`src/rtl/rdseq_pkg.sv`:
```
package rdseq_pkg;

    typedef enum logic [2:0] {
        ST_IDLE,
        ST_TRACK,
        ST_ISSUE,
        ST_WAIT_BUSY,
        ST_HOLD
    } seq_state_t;

endpackage

```
`src/rtl/rdseq_access_edge.sv`:
```
// Turns the sampled bus levels into single-cycle access events.
module rdseq_access_edge #(
    parameter int ADDR_W = 15
) (
    input  logic              clk,
    input  logic              rst,
    input  logic              cs_n,
    input  logic              oe_n,
    input  logic              we_n,
    input  logic [ADDR_W-1:0] addr,
    output logic              rd_ev,
    output logic              wr_ev
);

    logic              rd_lvl;
    logic              wr_lvl;
    logic              rd_q;
    logic              wr_q;
    logic [ADDR_W-1:0] addr_q;

    always_comb begin
        rd_lvl = !cs_n && !oe_n && we_n;
        wr_lvl = !cs_n && !we_n;
    end

    always_ff @(posedge clk) begin
        if (rst) begin
            rd_q   <= 1'b0;
            wr_q   <= 1'b0;
            addr_q <= '0;
        end else begin
            rd_q   <= rd_lvl;
            wr_q   <= wr_lvl;
            addr_q <= addr;
        end
    end

    always_comb begin
        rd_ev = rd_lvl && (!rd_q || (addr != addr_q));
        wr_ev = wr_lvl && (!wr_q || (addr != addr_q));
    end

    // a held read at a steady address produces no second event
    a_r6_read_once: assert property (@(posedge clk) disable iff (rst)
        rd_ev |=> (!rd_ev || !$stable(addr)));

endmodule

```
`src/rtl/rdseq_addr_match.sv`:
```
// Compares the bus address against every step address in parallel.
module rdseq_addr_match #(
    parameter int                          ADDR_W  = 15,
    parameter int                          N_STEPS = 6,
    parameter logic [N_STEPS*ADDR_W-1:0]   SEQ_ADDRS = '0
) (
    input  logic [ADDR_W-1:0]  addr,
    output logic [N_STEPS-1:0] hit
);

    for (genvar gi = 0; gi < N_STEPS; gi++) begin : g_cmp
        assign hit[gi] = (addr == SEQ_ADDRS[gi*ADDR_W +: ADDR_W]);
    end

endmodule

```
`src/rtl/rdseq_fsm.sv`:
```
// Sequence tracker and store-request handshake.
module rdseq_fsm
    import rdseq_pkg::*;
#(
    parameter int N_STEPS = 6
) (
    input  logic               clk,
    input  logic               rst,
    input  logic               rd_ev,
    input  logic               wr_ev,
    input  logic [N_STEPS-1:0] hit,
    input  logic               busy,
    output logic               cmd_pulse
);

    localparam int STEP_W = (N_STEPS > 1) ? $clog2(N_STEPS) : 1;
    localparam logic [STEP_W-1:0] LAST = STEP_W'(N_STEPS - 1);

    seq_state_t        st, st_n;
    logic [STEP_W-1:0] step, step_n;
    logic              exp_hit;
    logic              at_last;

    always_comb begin
        exp_hit = 1'b0;
        for (int i = 0; i < N_STEPS; i++) begin
            if (step == STEP_W'(i)) exp_hit = hit[i];
        end
        at_last = (step == LAST);
    end

    // State register
    always_ff @(posedge clk) begin
        if (rst) begin
            st   <= ST_IDLE;
            step <= '0;
        end else begin
            st   <= st_n;
            step <= step_n;
        end
    end

    // Next state
    always_comb begin
        st_n   = st;
        step_n = step;
        unique case (st)
            ST_IDLE: begin
                if (rd_ev && hit[0]) begin
                    if (N_STEPS == 1) begin
                        st_n   = ST_ISSUE;
                        step_n = '0;
                    end else begin
                        st_n   = ST_TRACK;
                        step_n = STEP_W'(1);
                    end
                end
            end
            ST_TRACK: begin
                if (wr_ev) begin
                    st_n   = ST_IDLE;
                    step_n = '0;
                end else if (rd_ev) begin
                    if (exp_hit) begin
                        if (at_last) begin
                            st_n   = ST_ISSUE;
                            step_n = '0;
                        end else begin
                            step_n = step + STEP_W'(1);
                        end
                    end else if (hit[0]) begin
                        step_n = STEP_W'(1);
                    end else begin
                        st_n   = ST_IDLE;
                        step_n = '0;
                    end
                end
            end
            ST_ISSUE: begin
                st_n = ST_WAIT_BUSY;
            end
            ST_WAIT_BUSY: begin
                if (busy) st_n = ST_HOLD;
            end
            ST_HOLD: begin
                if (!busy) st_n = ST_IDLE;
            end
            default: begin
                st_n   = ST_IDLE;
                step_n = '0;
            end
        endcase
    end

    // Outputs
    always_comb begin
        cmd_pulse = (st == ST_ISSUE);
    end

    // pulse lasts one cycle
    a_r3_pulse_single: assert property (@(posedge clk) disable iff (rst)
        cmd_pulse |=> !cmd_pulse);

    // pulse only follows a final matching read while tracking
    a_r3_pulse_cause: assert property (@(posedge clk) disable iff (rst)
        cmd_pulse |-> $past(st == ST_TRACK && rd_ev && exp_hit && at_last));

    // a write while tracking sends the tracker home
    a_r2_write_abort: assert property (@(posedge clk) disable iff (rst)
        (st == ST_TRACK && wr_ev) |=> (st == ST_IDLE && step == '0));

    // a foreign read while tracking sends the tracker home
    a_r4_foreign_abort: assert property (@(posedge clk) disable iff (rst)
        (st == ST_TRACK && rd_ev && !wr_ev && !exp_hit && !hit[0])
            |=> (st == ST_IDLE));

    // the busy hold is left only through a low busy
    a_r7_hold_busy: assert property (@(posedge clk) disable iff (rst)
        (st == ST_HOLD && busy) |=> (st == ST_HOLD));

    // reset lands in idle at step zero
    a_r8_reset_idle: assert property (@(posedge clk)
        rst |=> (st == ST_IDLE && step == '0 && !cmd_pulse));

endmodule

```
`src/rtl/rdseq_cmd_detect.sv`:
```
module rdseq_cmd_detect #(
    parameter int                        ADDR_W    = 15,
    parameter int                        N_STEPS   = 6,
    parameter logic [N_STEPS*ADDR_W-1:0] SEQ_ADDRS = {
        15'h0FC0, 15'h303F, 15'h3C1F, 15'h03E0, 15'h31C7, 15'h0E38
    }
) (
    input  logic              clk,
    input  logic              rst,
    input  logic              cs_n,
    input  logic              oe_n,
    input  logic              we_n,
    input  logic [ADDR_W-1:0] addr,
    input  logic              busy,
    output logic              cmd_pulse
);

    logic               rd_ev;
    logic               wr_ev;
    logic [N_STEPS-1:0] hit;

    rdseq_access_edge #(
        .ADDR_W (ADDR_W)
    ) u_edge (
        .clk   (clk),
        .rst   (rst),
        .cs_n  (cs_n),
        .oe_n  (oe_n),
        .we_n  (we_n),
        .addr  (addr),
        .rd_ev (rd_ev),
        .wr_ev (wr_ev)
    );

    rdseq_addr_match #(
        .ADDR_W    (ADDR_W),
        .N_STEPS   (N_STEPS),
        .SEQ_ADDRS (SEQ_ADDRS)
    ) u_match (
        .addr (addr),
        .hit  (hit)
    );

    rdseq_fsm #(
        .N_STEPS (N_STEPS)
    ) u_fsm (
        .clk       (clk),
        .rst       (rst),
        .rd_ev     (rd_ev),
        .wr_ev     (wr_ev),
        .hit       (hit),
        .busy      (busy),
        .cmd_pulse (cmd_pulse)
    );

endmodule

```
`config.mk`:
```
export PLATFORM = sky130hd
export DESIGN_NAME = rdseq_cmd_detect
export DESIGN_NICKNAME = d
export VERILOG_FILES = /design/src/rtl/rdseq_pkg.sv /design/src/rtl/rdseq_access_edge.sv /design/src/rtl/rdseq_addr_match.sv /design/src/rtl/rdseq_fsm.sv /design/src/rtl/rdseq_cmd_detect.sv
export SDC_FILE = /design/constraint.sdc
export NUM_CORES = 1
export LEC_CHECK = 0
export BUFFER_PORTS_ARGS = -buffer_cell sky130_fd_sc_hd__buf_2
export CAP_MARGIN = 20
export CORE_UTILIZATION = 40
export DETAILED_ROUTE_END_ITERATION = 7
export GPL_ROUTABILITY_DRIVEN = 0
export PLACE_DENSITY = 0.68
export SLEW_MARGIN = 10
export SYNTH_ARGS = -nofsm -noshare
export SYNTH_HDL_FRONTEND = slang
export SYNTH_HIERARCHICAL = 1
export SYNTH_SLANG_ARGS = --single-unit
export TNS_END_PERCENT = 5
```
`constraint.sdc`:
```
create_clock -name clk -period 2.9 [get_ports clk]
set_input_delay 0.435 -clock clk [delete_from_list [all_inputs] [get_ports clk]]
set_output_delay 0.435 -clock clk [all_outputs]
set_load 0.01 [all_outputs]
```
==> results.toml, run 1 <==
[outcome]
outcome = "completed"

[global_routing]
antenna_found_initial = 0
grt_pass1_wl_mm = 4.954
grt_max_degree = 25
overflow = 0
grt_usage_pct = 18.17
grt_pass1_vias = 1188

[synthesis]
synthCells = 149
ys_top_cells_by_count = "dfxtp_1 (23), nor2b_1 (19), xor2_1 (10)"
synth_edf_count = 0
yosys.area.top_type = "dfxtp_1"
syn_area_per_cell_um2 = 9.111
post_synth_num_cell_types = 51
ys_top_cells_by_area = "dfxtp_1 (34%), nor2b_1 (8.8%), xor2_1 (6.5%)"
synth_ff_type = "dfxtp_1"
yosysMostFrequentCell = "dfxtp_1"
ys_seq_elements = 23
synth_nets = 171
seq_area_frac_synth_pct = 33.92
ys_async_sr_fraction_pct = 0
syn-cell-area_mm2 = 0.001358
synth_warnings = 6
yosysTopAreaCellShare_pct = 33.92

[finish]
layout-drive-gt1-share_pct = 22.67
antenna_cells = 0
nets = 195
syn_to_final_growth_pct = 12.81

[cts]
post_cts_buffers = 0
clock_latency_ns = 0.30
clockRootBuffer = "clkbuf_4"
path_clk_slew_ns = 0.13
cts_tree = "done"
htreeDepth = 1
cts_resized = 0
cts_buffer_depth = 2
cts.sinks = 23
cts_buffers = 3
hold_buffers = 0

[worst_hold_path]
hold_path_depth = 2
hold_start = "we_n"
hold_end = "u_edge/wr_q"
hold_class = "in2reg"

[timing]
maxSlewHeadroom_pct = 67.05
fin_hold_ws_ns = 0.3062
timing.final.max_slew_violations = 0
postLayoutSetupSlackWorst_ns = 0.5383
fin_skew_ns = 0.007109
worst_pin_slew_ns = 0.4898
hold_violations = 0
fin_crit_sh_pct = 81.44
rsz0062_at_grt = "no"
fmax_mhz = 423.4
fin_setup_tns_ns = 0
fin_crit_ns = 2.362
finalSetupViolations = 0

[critical_path]
r2r_start = "u_edge/addr_q[10]"
crit_arrival_ns = 2.55
endpoint_kind = "flip-flop"
r2r_end = "u_fsm/step[1]"
path_max_fanout = 6
reg2reg_depth = 9
cp.required_ns = 3.09
worst-setup-path-type = "reg2reg"
worstSetupStartpointType = "flip-flop"
rrSetupSlack_ns = 0.54

[route]
ant_nets = 0
vias_per_cell = 5.611
routed_wl_mm = 2.940
drtIter0Drc = 74
drc = 0
routedWlPerCell_um = 13.61
vias = 1212
dr.pass1.iters = 4

[floorplanning]
die_area_mm2 = 0.003631
start_util_pct = 43.40
core-area_mm2 = 0.003128
io_pins = 22
num_rows = 20
die_h_um = 60.26
dieWidth_um = 60.26

[place]
hpwlAfterDp_mm = 2.252
io_buffers = 21
dp_slack_ns = 0.3355

[power]
power_w = 0.0005529
peakVddDrop_mv = 0.1660
p_leak_nw = 0.5514
pwr_density_cell_mw_per_mm2 = 361.0

[run]
cap_violations = 0
==> worst max-delay path, stage by stage, from the launching register on <==
cell and delay [ns]:
dfxtp_1 0.33, xor2_1 0.15, nor4_1 0.34, nand2_1 0.13, o31a_1 0.38, and3b_1 0.23
o32ai_2 0.31, nor4_1 0.10, o211ai_1 0.20, a21oi_1 0.08
==> power breakdown <==
part	total, W	internal, W	switching (W)
combinational	0.0000733	0.0000347	0.0000386
clock	0.000147	0.0000536	0.0000931
sequential	0.000333	0.000328	0.00000493
==> placed cells by master, fill, tap and decap left out, types with 5 or more instances in the layout <==
master and instances:
xor2_1 10, xnor2_1 5, buf_2 21, nor2b_1 19
nor2_1 5, dfxtp_1 23, nor4_1 8, a21oi_1 9
==> cell families (layout without fill, tap and decap cells) <==
group | count (synthesis) | in the layout | synth area share, %
buf+inv | 7 | 30 | 2.765
xor+xnor | 15 | 15 | 9.677
compound gates | 32 | 32 | 17.24
flops | 23 | 23 | 33.92
fa+ha+maj | 1 | 1 | 0.9215
simple gates | 71 | 71 | 35.48
==> area by class of cell <==
type / instances / area, um^2
tap: 44 / 55.05
clock buffer: 4 / 26.28
sequential: 23 / 460.4
timing repair buffer: 22 / 112.6
inverter: 4 / 17.52
fill: 319 / 1597
multi-input combinational: 119 / 859.6
==> registers in the layout, indices dropped and copies added (netlist names) <==
register and count:
u_edge/addr_q 15, u_fsm/st 3, u_edge/wr_q 1, u_fsm/step 3
u_edge/rd_q 1
==> how the worst max path moves through the flow <==
stage / start / endpoint / slack (ns) / cells after the start
after detailed placement: addr[10] / u_fsm/step[1] / 0.34 / 10
final: u_edge/addr_q[10] / u_fsm/step[1] / 0.54 / 9
after global placement: addr[10] / u_fsm/st[1] / 0.36 / 9
after floorplan: addr[8] / u_fsm/step[0] / 0.49 / 7
after global routing: u_edge/addr_q[10] / u_fsm/step[1] / 0.45 / 9
after CTS: u_edge/addr_q[3] / u_fsm/step[1] / 0.60 / 9
==> metrics by stage <==
stage / utilization (%) / instances / instance area [um^2]
6_report: 48.96 / 216 / 1531
5_1_grt: 48.96 / 216 / 1531
4_1_cts: 48.96 / 216 / 1531
3_5_place_dp: 48.12 / 212 / 1505
3_3_place_gp: 48.12 / 212 / 1505
2_1_floorplan: - / 149 / 1358
==> layer usage <==
metal  GRT usage (%)  up-vias  routed length (um)
li1                -      597                   -
met1           21.55      590                1376
met2           33.44       23                1468
met3           2.597        2                  85
met4           4.983        0                  10
met5               0        -                   0
Power figures use the tool's default switching activity.
==> run 2, diff against run 1 <==
--- a/config.mk
+++ b/config.mk
@@ -5,12 +5,13 @@
 export SDC_FILE = /design/constraint.sdc
 export NUM_CORES = 1
 export LEC_CHECK = 0
+export ABC_AREA = 1
 export BUFFER_PORTS_ARGS = -buffer_cell sky130_fd_sc_hd__buf_2
 export CAP_MARGIN = 20
 export CORE_UTILIZATION = 40
 export DETAILED_ROUTE_END_ITERATION = 7
 export GPL_ROUTABILITY_DRIVEN = 0
-export PLACE_DENSITY = 0.68
+export PLACE_DENSITY = 0.69
 export SLEW_MARGIN = 10
 export SYNTH_ARGS = -nofsm -noshare
 export SYNTH_HDL_FRONTEND = slang
==> constraint.sdc (replaced) <==
create_clock -name clk -period 1.9 [get_ports clk]
set_input_delay 0.285 -clock clk [delete_from_list [all_inputs] [get_ports clk]]
set_output_delay 0.285 -clock clk [all_outputs]
set_load 0.01 [all_outputs]
==> run 2 against run 1 <==
Compared with the run above: cell area up 15%; combinational power is 88% higher; count of clock-buffer cells in the layout stayed put; critical endpoint unchanged; highest routed layer unchanged.
==> results.toml, run 2 <==
[synthesis]
syn_area_per_cell_um2 = 5.459
ys_async_sr_fraction_pct = 0
synthCells = 278
ys_top_cells_by_count = "nand2_1 (99), inv_1 (54), nor2_1 (51)"
synth_warnings = 6
synth_nets = 300
yosysMostFrequentCell = "nand2_1"
seq_area_frac_synth_pct = 30.34
post_synth_num_cell_types = 21
synth_edf_count = 0
ys_seq_elements = 23
ys_top_cells_by_area = "dfxtp_1 (30%), nand2_1 (24%), inv_1 (13%)"
syn-cell-area_mm2 = 0.001518
yosysTopAreaCellShare_pct = 30.34
yosys.area.top_type = "dfxtp_1"
synth_ff_type = "dfxtp_1"

[route]
vias = 1530
routed_wl_mm = 3.087
ant_nets = 0
drtIter0Drc = 75
drc = 0
routedWlPerCell_um = 8.820
vias_per_cell = 4.371
dr.pass1.iters = 4

[finish]
top_regs = "u_edge/addr_q (15), u_fsm/st (3), u_fsm/step (3)"
layout_common_cells = "nand2_1 (99), inv_1 (54), nor2_1 (47)"
multi_input_area_um2 = 842.1
largest_reg_flops = 15
layout.area.seq_um2 = 466.7
syn_to_final_growth_pct = 15.66
fillers = 388
top_register = "u_edge/addr_q"
antenna_cells = 0
layout_commonest_cell = "nand2_1"
layout-drive-gt1-share_pct = 18.54
nets = 325

[critical_path]
crit_path_cell_trace = "inv_1 -> nand2_1 -> nand2_1 -> nor2_2 -> nand2_1 -> nor2_2 -> nand3_1 -> nand2_1 -> inv_1 -> nor2_1 -> nand2_1 -> nor2_2 -> or2_1 -> nor2_2 -> inv_2 -> nor2_1 -> o21ai_0 -> a21oi_1"
worst-setup-path-type = "reg2reg"
path_max_fanout = 4
r2r_start = "u_edge/addr_q[7]"
max_stage_delay_ns = 0.34
crit_start = "u_edge/addr_q[7]"
crit_slowest_cell = "dfxtp_1"
worstSetupStartpointType = "flip-flop"
crit_arrival_ns = 1.97
endpoint_kind = "flip-flop"
cp.required_ns = 2.04
cpMostUsedCell = "nand2_1"

[timing]
timing.final.max_slew_violations = 0
hold_violations = 0
fin_hold_ws_ns = 0.1845
maxSlewHeadroom_pct = 71.11
rsz0062_at_grt = "yes"
worst_pin_slew_ns = 0.4333
fin_crit_sh_pct = 96.50
fmax_mhz = 545.4
fin_crit_ns = 1.833
postLayoutSetupSlackWorst_ns = 0.06658
fin_skew_ns = 0.002617
finalSetupViolations = 0

[place]
dp_slack_ns = -0.02744
hpwlAfterDp_mm = 2.382
io_buffers = 21

[global_routing]
grt_pass1_wl_mm = 5.630
grt_usage_pct = 17.23
grt_max_degree = 24
overflow = 0
grt_pass1_vias = 1416
antenna_found_initial = 0

[outcome]
outcome = "completed"

[cts]
cts_buffer_depth = 2
hold_buffers = 0
cts_buffers = 3
clock_latency_ns = 0.26
cts.sinks = 23
post_cts_buffers = 0
htreeDepth = 1
clockRootBuffer = "clkbuf_8"
cts_tree = "done"
path_clk_slew_ns = 0.08

[power]
peakVddDrop_mv = 0.2257
pwr_density_cell_mw_per_mm2 = 544.8
p_leak_nw = 0.9283

[floorplanning]
die_area_mm2 = 0.004044
start_util_pct = 41.46
die_h_um = 63.60
dieWidth_um = 63.60
core-area_mm2 = 0.003661
num_rows = 22
io_pins = 22

[worst_hold_path]
hold_start = "oe_n"
hold_class = "in2reg"

[run]
cap_violations = 0
==> run 2: what timing repair did <==
item,in CTS,in global routing
endpoints found under the setup margin,0,6
gates resized for setup,0,12
hold endpoints to repair,0,0
==> run 2: per-layer routing <==
layer	track usage (%)	vias to the layer above	part of all wire, %
met4	5.114	0	0.52
met3	2.355	2	2.8
met1	21.60	647	50
met2	30.19	23	47
li1	-	858	-
met5	0	-	0
==> run 2: power breakdown <==
group	switching (W)	internal, W	total (W)
registers	0.00000816	0.000501	0.000509
clock network	0.000159	0.000150	0.000309
logic	0.0000868	0.0000513	0.000138
total	0.000254	0.000702	0.000956
==> run 2: worst max-delay path, delay by kind of cell, from the launching register on <==
family / cells / cell delay, ns
DFF: 1 / 0.34
buffers and inverters: 3 / 0.14
and+or+nand+nor: 13 / 1.08
AOI/OAI and AO/OA: 2 / 0.14
==> run 2: layout make-up <==
class	instances	area share, %
Clock buffer	4	2.566
Inverter	59	12.62
Multi-Input combinational cell	193	47.97
Sequential cell	23	26.59
Tap cell	48	3.421
Timing Repair Buffer	23	6.842
==> run 2: logic make-up (layout without fill, tap and decap cells) <==
family / Yosys count / in the layout / synth area share, %
buffers and inverters: 62 / 86 / 15.75
adders and majority gates: 1 / 1 / 0.8243
AOI/OAI and AO/OA: 14 / 14 / 4.782
xor gates and xnor gates: 1 / 1 / 0.5772
and+or+nand+nor: 177 / 177 / 47.73
DFF: 23 / 23 / 30.34
==> run 2: worst paths after layout <==
path | to | slack [ns] | cells past startpoint
max | u_fsm/step[1] | 0.07 | 18
min | u_edge/rd_q | 0.18 | 2
min reg2reg | u_fsm/step[1] | 0.54 | 2
max reg2reg | u_fsm/step[1] | 0.07 | 18
==> run 2: through the flow <==
| stage | setup TNS (ns) | util, % | std cells | area [um^2] | power (W) |
|---|---|---|---|---|---|
| after global placement | -0.003644 | 45.90 | 346 | 1680 | 0.0006526 |
| after global routing | -0.5666 | 47.95 | 350 | 1755 | 0.001015 |
| after CTS | 0 | 47.13 | 350 | 1725 | 0.0009640 |
| final | 0 | 47.95 | 350 | 1755 | 0.0009564 |
| after floorplan | 0 | - | 278 | 1518 | 0.0006011 |
| after detailed placement | -0.02744 | 45.90 | 346 | 1680 | 0.0006555 |
